`src/rtl/status_pkg.sv`:
```
package status_pkg;
  localparam int DW = 8;
  localparam int AW = 4;

  typedef enum logic [AW-1:0] {
    A_STB    = 4'd0,
    A_SRE    = 4'd1,
    A_STD_EV = 4'd2,
    A_STD_EN = 4'd3,
    A_COM_EV = 4'd4,
    A_COM_EN = 4'd5,
    A_ADC_EV = 4'd6,
    A_ADC_EN = 4'd7,
    A_INS_CR = 4'd8,
    A_INS_EV = 4'd9,
    A_INS_EN = 4'd10
  } addr_e;

  // status byte bit positions
  localparam int SB_INS  = 0;
  localparam int SB_ADC  = 1;
  localparam int SB_IDLE = 4;
  localparam int SB_STD  = 5;
  localparam int SB_MSS  = 6;
  localparam int SB_COM  = 7;
endpackage

```
`src/rtl/evt_group.sv`:
```
module evt_group #(
  parameter int          DW        = 8,
  parameter logic [DW-1:0] DEF_MASK = '1,
  parameter bit          EDGE_MODE = 1'b0
) (
  input  logic          clk_i,
  input  logic          rst_ni,
  input  logic [DW-1:0] src_i,
  input  logic          clr_i,
  input  logic          en_we_i,
  input  logic [DW-1:0] en_wdata_i,
  output logic [DW-1:0] evt_o,
  output logic [DW-1:0] en_o,
  output logic          sum_o
);
  logic [DW-1:0] evt_q, en_q, hit;

  generate
    if (EDGE_MODE) begin : g_edge
      logic [DW-1:0] cond_q;
      always_ff @(posedge clk_i or negedge rst_ni) begin
        if (!rst_ni) cond_q <= '0;
        else         cond_q <= src_i;
      end
      assign hit = src_i & ~cond_q;
    end else begin : g_pulse
      assign hit = src_i;
    end
  endgenerate

  // a coincident event survives the clear
  always_ff @(posedge clk_i or negedge rst_ni) begin
    if (!rst_ni) evt_q <= '0;
    else         evt_q <= (clr_i ? '0 : evt_q) | (hit & DEF_MASK);
  end

  always_ff @(posedge clk_i or negedge rst_ni) begin
    if (!rst_ni)      en_q <= '0;
    else if (en_we_i) en_q <= en_wdata_i;
  end

  assign evt_o = evt_q;
  assign en_o  = en_q;
  assign sum_o = |(evt_q & en_q);
endmodule

```
`src/rtl/stb_unit.sv`:
```
module stb_unit
  import status_pkg::*;
(
  input  logic          clk_i,
  input  logic          rst_ni,
  input  logic          com_sum_i,
  input  logic          std_sum_i,
  input  logic          adc_sum_i,
  input  logic          ins_sum_i,
  input  logic          idle_i,
  input  logic          sre_we_i,
  input  logic [DW-1:0] sre_wdata_i,
  output logic [DW-1:0] sre_o,
  output logic [DW-1:0] stb_o,
  output logic          mss_o
);
  localparam logic [DW-1:0] MSS_EXCL = ~(DW'(1) << SB_MSS);

  logic [DW-1:0] sre_q, base;

  always_ff @(posedge clk_i or negedge rst_ni) begin
    if (!rst_ni)       sre_q <= '0;
    else if (sre_we_i) sre_q <= sre_wdata_i;
  end

  always_comb begin
    base          = '0;
    base[SB_COM]  = com_sum_i;
    base[SB_STD]  = std_sum_i;
    base[SB_IDLE] = idle_i;
    base[SB_ADC]  = adc_sum_i;
    base[SB_INS]  = ins_sum_i;
  end

  assign mss_o = |(base & sre_q & MSS_EXCL);

  always_comb begin
    stb_o         = base;
    stb_o[SB_MSS] = mss_o;
  end

  assign sre_o = sre_q;
endmodule

```
`src/rtl/status_hier_top.sv`:
```
module status_hier_top
  import status_pkg::*;
#(
  parameter int ADC_BITS = 4,
  parameter int INS_BITS = 5
) (
  input  logic                clk_i,
  input  logic                rst_ni,
  input  logic                rd_i,
  input  logic                wr_i,
  input  logic [AW-1:0]       addr_i,
  input  logic [DW-1:0]       wdata_i,
  output logic [DW-1:0]       rdata_o,
  input  logic [DW-1:0]       std_evt_i,
  input  logic [DW-1:0]       com_evt_i,
  input  logic [ADC_BITS-1:0] adc_evt_i,
  input  logic [INS_BITS-1:0] ins_cond_i,
  input  logic                idle_i,
  output logic [DW-1:0]       stb_o,
  output logic                mss_o
);
  localparam logic [DW-1:0] ADC_DEF = DW'((1 << ADC_BITS) - 1);
  localparam logic [DW-1:0] INS_DEF = DW'((1 << INS_BITS) - 1);

  logic [DW-1:0] std_ev, std_en, com_ev, com_en, adc_ev, adc_en, ins_ev, ins_en, sre;
  logic [DW-1:0] adc_src, ins_src;
  logic          std_sum, com_sum, adc_sum, ins_sum;

  assign adc_src = DW'(adc_evt_i);
  assign ins_src = DW'(ins_cond_i);

  function automatic logic hit(input logic s, input logic [AW-1:0] a, input addr_e r);
    return s && (a == r);
  endfunction

  evt_group #(.DW(DW), .DEF_MASK('1), .EDGE_MODE(1'b0)) u_std (
    .clk_i, .rst_ni, .src_i(std_evt_i),
    .clr_i(hit(rd_i, addr_i, A_STD_EV)),
    .en_we_i(hit(wr_i, addr_i, A_STD_EN)), .en_wdata_i(wdata_i),
    .evt_o(std_ev), .en_o(std_en), .sum_o(std_sum));

  evt_group #(.DW(DW), .DEF_MASK('1), .EDGE_MODE(1'b0)) u_com (
    .clk_i, .rst_ni, .src_i(com_evt_i),
    .clr_i(hit(rd_i, addr_i, A_COM_EV)),
    .en_we_i(hit(wr_i, addr_i, A_COM_EN)), .en_wdata_i(wdata_i),
    .evt_o(com_ev), .en_o(com_en), .sum_o(com_sum));

  evt_group #(.DW(DW), .DEF_MASK(ADC_DEF), .EDGE_MODE(1'b0)) u_adc (
    .clk_i, .rst_ni, .src_i(adc_src),
    .clr_i(hit(rd_i, addr_i, A_ADC_EV)),
    .en_we_i(hit(wr_i, addr_i, A_ADC_EN)), .en_wdata_i(wdata_i),
    .evt_o(adc_ev), .en_o(adc_en), .sum_o(adc_sum));

  evt_group #(.DW(DW), .DEF_MASK(INS_DEF), .EDGE_MODE(1'b1)) u_ins (
    .clk_i, .rst_ni, .src_i(ins_src),
    .clr_i(hit(rd_i, addr_i, A_INS_EV)),
    .en_we_i(hit(wr_i, addr_i, A_INS_EN)), .en_wdata_i(wdata_i),
    .evt_o(ins_ev), .en_o(ins_en), .sum_o(ins_sum));

  stb_unit u_stb (
    .clk_i, .rst_ni,
    .com_sum_i(com_sum), .std_sum_i(std_sum), .adc_sum_i(adc_sum), .ins_sum_i(ins_sum),
    .idle_i, .sre_we_i(hit(wr_i, addr_i, A_SRE)), .sre_wdata_i(wdata_i),
    .sre_o(sre), .stb_o(stb_o), .mss_o(mss_o));

  always_comb begin
    unique case (addr_i)
      A_STB:    rdata_o = stb_o;
      A_SRE:    rdata_o = sre;
      A_STD_EV: rdata_o = std_ev;
      A_STD_EN: rdata_o = std_en;
      A_COM_EV: rdata_o = com_ev;
      A_COM_EN: rdata_o = com_en;
      A_ADC_EV: rdata_o = adc_ev;
      A_ADC_EN: rdata_o = adc_en;
      A_INS_CR: rdata_o = ins_src;
      A_INS_EV: rdata_o = ins_ev;
      A_INS_EN: rdata_o = ins_en;
      default:  rdata_o = '0;
    endcase
  end
endmodule

```
`config.mk`:
```
export PLATFORM = sky130hd
export DESIGN_NAME = status_hier_top
export DESIGN_NICKNAME = d
export VERILOG_FILES = /design/src/rtl/status_pkg.sv /design/src/rtl/evt_group.sv /design/src/rtl/stb_unit.sv /design/src/rtl/status_hier_top.sv
export SDC_FILE = /design/constraint.sdc
export NUM_CORES = 1
export LEC_CHECK = 0
export CORE_MARGIN = 8
export CORE_UTILIZATION = 48
export CTS_BUF_LIST = sky130_fd_sc_hd__clkbuf_16
export CTS_CLUSTER_SIZE = 30
export DETAILED_ROUTE_END_ITERATION = 16
export PLACE_DENSITY = 0.76
export SYNTH_ARGS = -nofsm -noshare
export SYNTH_HDL_FRONTEND = slang
export SYNTH_SLANG_ARGS = --single-unit
```
`constraint.sdc`:
```
create_clock -name clk_i -period 2.2 [get_ports clk_i]
set_input_delay 0.55 -clock clk_i [delete_from_list [all_inputs] [get_ports clk_i]]
set_output_delay 0.55 -clock clk_i [all_outputs]
set_load 0.05 [all_outputs]
```
==> impl_metrics.csv, run 1 <==
group,metric,value,unit
run_status,status,"complete, but fails checks",
worst_setup_path,crit_type,"flip-flop to primary output",
global_routing,grt_util_all_layers,0.258,
routing,totalWireLength,12.7,mm
worst_hold_path,min_path_type,"primary input to async pin",
sta,fmax,0.370,GHz
clock_tree,clk_pin_slew_worst_paths,0.06,ns
pwr,power,4680,uW
global_routing,grt_max_degree,71,
worst_setup_path,cp_top_family,"compound AO/OA/AOI/OAI gates",
clock_tree,cts_made_buffers,9,
pwr,ir_drop,547,uV
layout,fill_cells,448,
logic_synthesis,synthArstFlopShare,1.00,
pwr,swShare,0.287,
placed_design,dp_slack,-0.878,ns
run_status,violations,"negative setup slack",
layout,diodes,0,
sta,period_needed,2.70,ns
logic_synthesis,synthFlopType,"dfrtp_1",
logic_synthesis,ys_seq_area_frac,0.504,
sta,setup_violations,11,
worst_setup_path,path_cells,"a222oi_1 -> nand2_1 -> nand2_2 -> nand4_1 -> a221o_2 -> buf_12",
logic_synthesis,postSynthAreaPerCell,11.7,um^2
layout,areaGrowthSynthToFinish,67.3,%
logic_synthesis,yosys.cell_types.count,44,
clock_tree,cts_buffer_depth,2,
worst_setup_path,worst-endpoint-required,1.65,ns
floorplanning,die_y,101,um
pwr,power.density,805,nW/um^2
placed_design,gp_congestion,0.971,
floorplanning,start_util,0.487,
global_routing,grt_overflow,0,
clock_tree,clock_latency,0.33,ns
clock_tree,tritoncts,"yes",
pwr,leakage,0.00258,uW
worst_setup_path,crit_buf_inv,1,
logic_synthesis,synth_area,3470,um^2
pwr,combPwrFrac,0.297,
routing,via_per_inst,5.68,
sta,rsz0062_at_grt,"true",
worst_setup_path,cp_slowest_cell,"a222oi_1",
placed_design,post-dp-hpwl,9.15,mm
routing,drt_iter0_markers,170,
flow_run,cap_viol_max_count,0,
routing,ant_nets,0,
placed_design,io_buffers,56,
worst_setup_path,crit_arrival,2.15,ns
clock_tree,cts_max_level,3,
global_routing,grt_pass1_vias,3523,
worst_setup_path,critPathMaxStageDelay,0.42,ns
routing,wire_per_inst,22.3,um
routing,dr.pass1.iters,4,
logic_synthesis,synth_edf_count,0,
global_routing,antenna_found_initial,0,
worst_setup_path,end_kind,"primary output",
pwr,power_frac_clock,0.352,
floorplanning,core-area,7140,um^2
clock_tree,ctsRootBufferMaster,"clkbuf_16",
logic_synthesis,yosys_warnings,0,
sta,setup_ws,-0.505,ns
worst_setup_path,start_kind,"flip-flop",
floorplanning,rows,31,
pwr,p_seq_frac,0.351,
pwr,p_int,3330,uW
layout,fin_nets,507,
layout,drive_gt1_frac,0.544,
global_routing,grt_pass1_wl,19.5,mm
sta,fin_worst_skew,0.00412,ns
logic_synthesis,netlist_instances,298,
floorplanning,pin_count,59,
floorplanning,die_w,101,um
sta,hold_ws,0.245,ns
sta,maxSlewViolCount,0,
worst_setup_path,worstPathMaxFanout,2,
sta,hold_viol,0,
clock_tree,cts.sinks,70,
floorplanning,dieArea,10200,um^2
routing,remaining_drc_errors,0,
pwr,p_sw,1340,uW
routing,via_count,3226,
sta,fin_crit_sh,1.23,
logic_synthesis,ys_ff_latch,70,
[metal layers]
metal  routed length [um]  global-route usage  up-vias
met5                    0                   0        -
met4                  276              0.0997        0
met3                  826              0.0559       24
met2                 6300               0.424      122
met1                 5290               0.322     1647
li1                     -                   -     1433
[sequential cells by signal (all words and copies together), names as in the netlist]
signal and cells:
u_std.evt_o 8, u_ins.g_edge.cond_q 5, u_std.en_o 8, u_stb.sre_o 8
u_adc.evt_o 4, u_com.en_o 8, u_adc.en_o 8, u_com.evt_o 8
u_ins.en_o 8, u_ins.evt_o 5
[layout make-up]
type	count	area [um^2]	area share
Multi-Input combinational cell	198	1810	0.312
Inverter	10	48.8	0.00840
Clock inverter	6	111	0.0192
Tap cell	99	124	0.0213
Sequential cell	70	1750	0.301
Timing Repair Buffer	176	1740	0.299
Clock buffer	9	225	0.0388
[Yosys cell counts, types with 2 or more instances]
master    instances  area, um^2
a21o_1           19         143
a21oi_1           6        30.0
a221o_1           3        30.0
a22oi_1          14         105
a22oi_2           3        37.5
a31oi_1           2        12.5
a32oi_1           2        17.5
and3_1            4        25.0
buf_2             8        40.0
buf_4            11        82.6
dfrtp_1          70        1750
inv_1            10        37.5
mux2_2           46         518
mux2i_1           9        90.1
mux4_2            2        45.0
nand2_1          21        78.8
nand2b_1          2        12.5
nand3_1           8        40.0
nand4_1           4        25.0
nor2_1           13        48.8
nor2b_1           5        31.3
nor3_1            2        10.0
o21ai_0          10        50.1
o221ai_1          2        17.5
o22a_1            2        17.5
o22ai_1           2        12.5
[placed cells by master (no fill, tap or decap), types with 4 or more instances in the layout]
cell / instances
o21ai_0: 10
inv_1: 8
clkdlybuf4s50_1: 31
dfrtp_1: 70
a21oi_1: 5
nand4_1: 4
clkbuf_16: 10
buf_6: 13
nand2_1: 16
nor2b_4: 5
a21o_1: 19
buf_4: 103
buf_8: 4
mux2_2: 43
buf_12: 17
nor2_1: 11
a22oi_2: 14
nand2_2: 5
mux2i_1: 8
nand3_1: 8
[worst reg2reg max path, delay by kind of cell (launching register included)]
kind / cells / cell delay [ns]
muxes: 1 / 0.25
DFF: 1 / 0.39
buffers and inverters: 2 / 0.26
[logic make-up after synthesis]
group | Yosys count | synth area share
simple gates | 65 | 0.0955
compound gates | 74 | 0.163
buf+inv | 31 | 0.0483
other cells | 1 | 0.00108
mux | 57 | 0.188
flops | 70 | 0.504
[metrics by stage]
stage          utilization  area [um^2]  instances  setup TNS, ns
2_1_floorplan            -         3610        299         -0.857
3_3_place_gp         0.703         5020        535         -24.02
3_5_place_dp         0.703         5020        535         -24.51
4_1_cts              0.796         5680        565          -2.31
5_1_grt              0.814         5810        568          -3.57
6_report             0.814         5810        568          -2.92
[what timing repair did]
| item | 4_1_cts | 5_1_grt |
|---|---|---|
| pin swaps | 28 | 19 |
| resized for setup | 72 | 30 |
| endpoints found under the setup margin | 34 | 12 |
| buffers inserted | 14 | 8 |
| hold buffers | 0 | 0 |
| cloned | 2 | 0 |
[worst paths after layout]
path / from / to / slack (ns) / depth (start not counted)
worst min-delay path: rst_ni / u_ins.g_edge.cond_q[4] / 0.24 / 2
max in group asynchronous: rst_ni / u_stb.sre_o[5] / 1.64 / 2
min in group clk_i: u_ins.g_edge.cond_q[0] / u_ins.evt_o[0] / 0.42 / 1
worst max register to register: u_std.en_o[0] / u_std.en_o[0] / 1.19 / 3
worst max-delay path: u_ins.en_o[0] / rdata_o[6] / -0.50 / 6
worst min register to register: u_ins.g_edge.cond_q[0] / u_ins.evt_o[0] / 0.42 / 1
[power groups by stage]
stage	clock network (uW)	logic [uW]	registers (uW)
after floorplan	0	645	1600
after global placement	0	1200	1640
after detailed placement	0	1220	1650
after CTS	1650	1310	1630
after global routing	1710	1460	1660
final	1640	1390	1640
No activity file was read; power rests on OpenSTA's default activity.
==> run 2: changes to the inputs <==
Settings changed: CORE_UTILIZATION 48 to 53, PLACE_DENSITY 0.76 to 0.8.
Clock period 2.2 ns to 3.05 ns, I/O delays scaled along.
==> impl_metrics.csv, run 2 (synthesis gave the netlist of run 1 again) <==
group,metric,value,unit
layout,fin_nets,443,
floorplanning,core-area,6350,um^2
layout,diodes,0,
global_routing,grt_util_all_layers,0.243,
clock_tree,postCtsHoldBufs,0,
floorplanning,rows,29,
worst_setup_path,end_kind,"primary output",
worst_setup_path,worst-endpoint-required,2.29,ns
layout,areaGrowthSynthToFinish,40.5,%
sta,worst_slew_margin_rel,0.638,
sta,fin_crit_sh,0.977,
sta,tightest_slew,0.543,ns
sta,fmax,0.336,GHz
layout,drive_gt1_frac,0.375,
floorplanning,die_w,97.0,um
pwr,leakage,0.00213,uW
placed_design,post-dp-hpwl,8.57,mm
floorplanning,pin_count,59,
worst_setup_path,crit_buf_inv,5,
clock_tree,cts.sinks,70,
routing,remaining_drc_errors,0,
layout,multi_input_area,1590,um^2
layout,fill_cells,456,
routing,totalWireLength,11.3,mm
pwr,ir_drop,488,uV
worst_setup_path,cp_top_family,"buffers and inverters",
worst_setup_path,start_kind,"primary input",
placed_design,dp_cells,460,
clock_tree,tritoncts,"yes",
routing,via_per_inst,6.13,
placed_design,gp_congestion,1.04,
sta,rsz0062_at_grt,"false",
worst_setup_path,cp_common_cell,"buf_12",
floorplanning,start_util,0.547,
worst_setup_path,crit_type,"primary input to primary output",
sta,period_needed,2.98,ns
worst_setup_path,cp_slowest_cell,"dlygate4sd2_1",
layout,instances_no_fill,482,
clock_tree,cts_buffer_depth,2,
worst_setup_path,worstPathMaxFanout,10,
clock_tree,ctsRootBufferMaster,"clkbuf_16",
global_routing,grt_overflow,0,
sta,fin_worst_skew,0.00509,ns
sta,hold_viol,0,
clock_tree,clk_pin_slew_worst_paths,0.06,ns
floorplanning,dieArea,9400,um^2
clock_tree,clock_latency,0.33,ns
sta,setup_violations,0,
global_routing,grt_pass1_wl,17.9,mm
sta,maxSlewViolCount,0,
layout,most-common-layout-cells,"dfrtp_1, buf_4, mux2_2, clkdlybuf4s50_1, nand2_1",
flow_run,cap_viol_max_count,0,
routing,wire_per_inst,23.4,um
run_status,status,"complete, no violations",
worst_setup_path,path_cells,"dlygate4sd2_1 -> buf_12 -> buf_12 -> nor4_1 -> buf_4 -> a32oi_1 -> o211ai_1 -> clkbuf_16",
layout,layout_commonest_cell,"dfrtp_1",
worst_hold_path,min_path_type,"primary input to async pin",
worst_setup_path,critPathMaxStageDelay,0.26,ns
clock_tree,cts_made_buffers,9,
floorplanning,die_y,97.0,um
global_routing,antenna_found_initial,0,
routing,ant_nets,0,
pwr,power,2980,uW
global_routing,grt_max_degree,26,
pwr,power.density,610,nW/um^2
placed_design,io_buffers,56,
clock_tree,cts_max_level,3,
sta,setup_tns,0,ns
global_routing,grt_pass1_vias,3235,
worst_setup_path,crit_arrival,2.22,ns
routing,drt_iter0_markers,193,
routing,dr.pass1.iters,7,
layout,seq_area,1750,um^2
routing,via_count,2953,
run 2: cell count changes in the layout (fill, tap and decap cells not counted), sizes merged, moves of 2 or more:
cell / delta
clkdlybuf4s50: +8
clkbuf: +2
buf: -72
dlygate4sd2: -2
bufinv: -2
run 2: what timing repair did:
item | 4_1_cts | 5_1_grt
resized for setup | 15 | 13
pin swaps | 5 | 4
endpoints found under the setup margin | 8 | 5
buffers inserted | 7 | 0
cloned | 0 | 0
run 2: power breakdown:
part	total [uW]	internal, uW	switching [uW]
sequential	1190	1070	128
clock	1020	626	397
combinational	760	395	365
run 2: final timing paths:
path	start	endpoint	slack [ns]	cells past startpoint
max in group asynchronous	rst_ni	u_stb.sre_o[1]	1.93	2
setup / recovery	addr_i[0]	rdata_o[1]	0.07	8
setup reg to reg	u_ins.en_o[4]	u_ins.en_o[4]	2.21	1
min in group clk_i	u_ins.g_edge.cond_q[4]	u_ins.evt_o[4]	0.42	1
hold / removal	rst_ni	u_ins.en_o[3]	0.41	1
hold reg to reg	u_ins.g_edge.cond_q[4]	u_ins.evt_o[4]	0.42	1
run 2: final cells by class:
| class | instances | share of cell area |
|---|---|---|
| sequential | 70 | 0.359 |
| multi-input combinational | 198 | 0.326 |
| timing repair buffer | 112 | 0.226 |
| clock buffer | 9 | 0.0462 |
| tap | 77 | 0.0197 |
| clock inverter | 6 | 0.0131 |
| inverter | 10 | 0.00949 |
run 2: metal layers:
| layer | share of wire | track usage | up-vias |
|---|---|---|---|
| met2 | 0.50 | 0.406 | 142 |
| met1 | 0.39 | 0.284 | 1469 |
| met5 | 0 | 0 | - |
| met3 | 0.066 | 0.0512 | 42 |
| li1 | - | - | 1300 |
| met4 | 0.046 | 0.135 | 0 |
run 2: per-stage QoR:
stage	hold WS [ns]	setup WS, ns	utilization	area, um^2
after floorplan	0.400	0.0645	-	3490
after global placement	0.403	-0.228	0.705	4480
after detailed placement	0.412	-0.230	0.705	4480
after CTS	0.419	0.00954	0.768	4870
after global routing	0.423	0.0305	0.768	4880
final	0.409	0.0711	0.768	4880
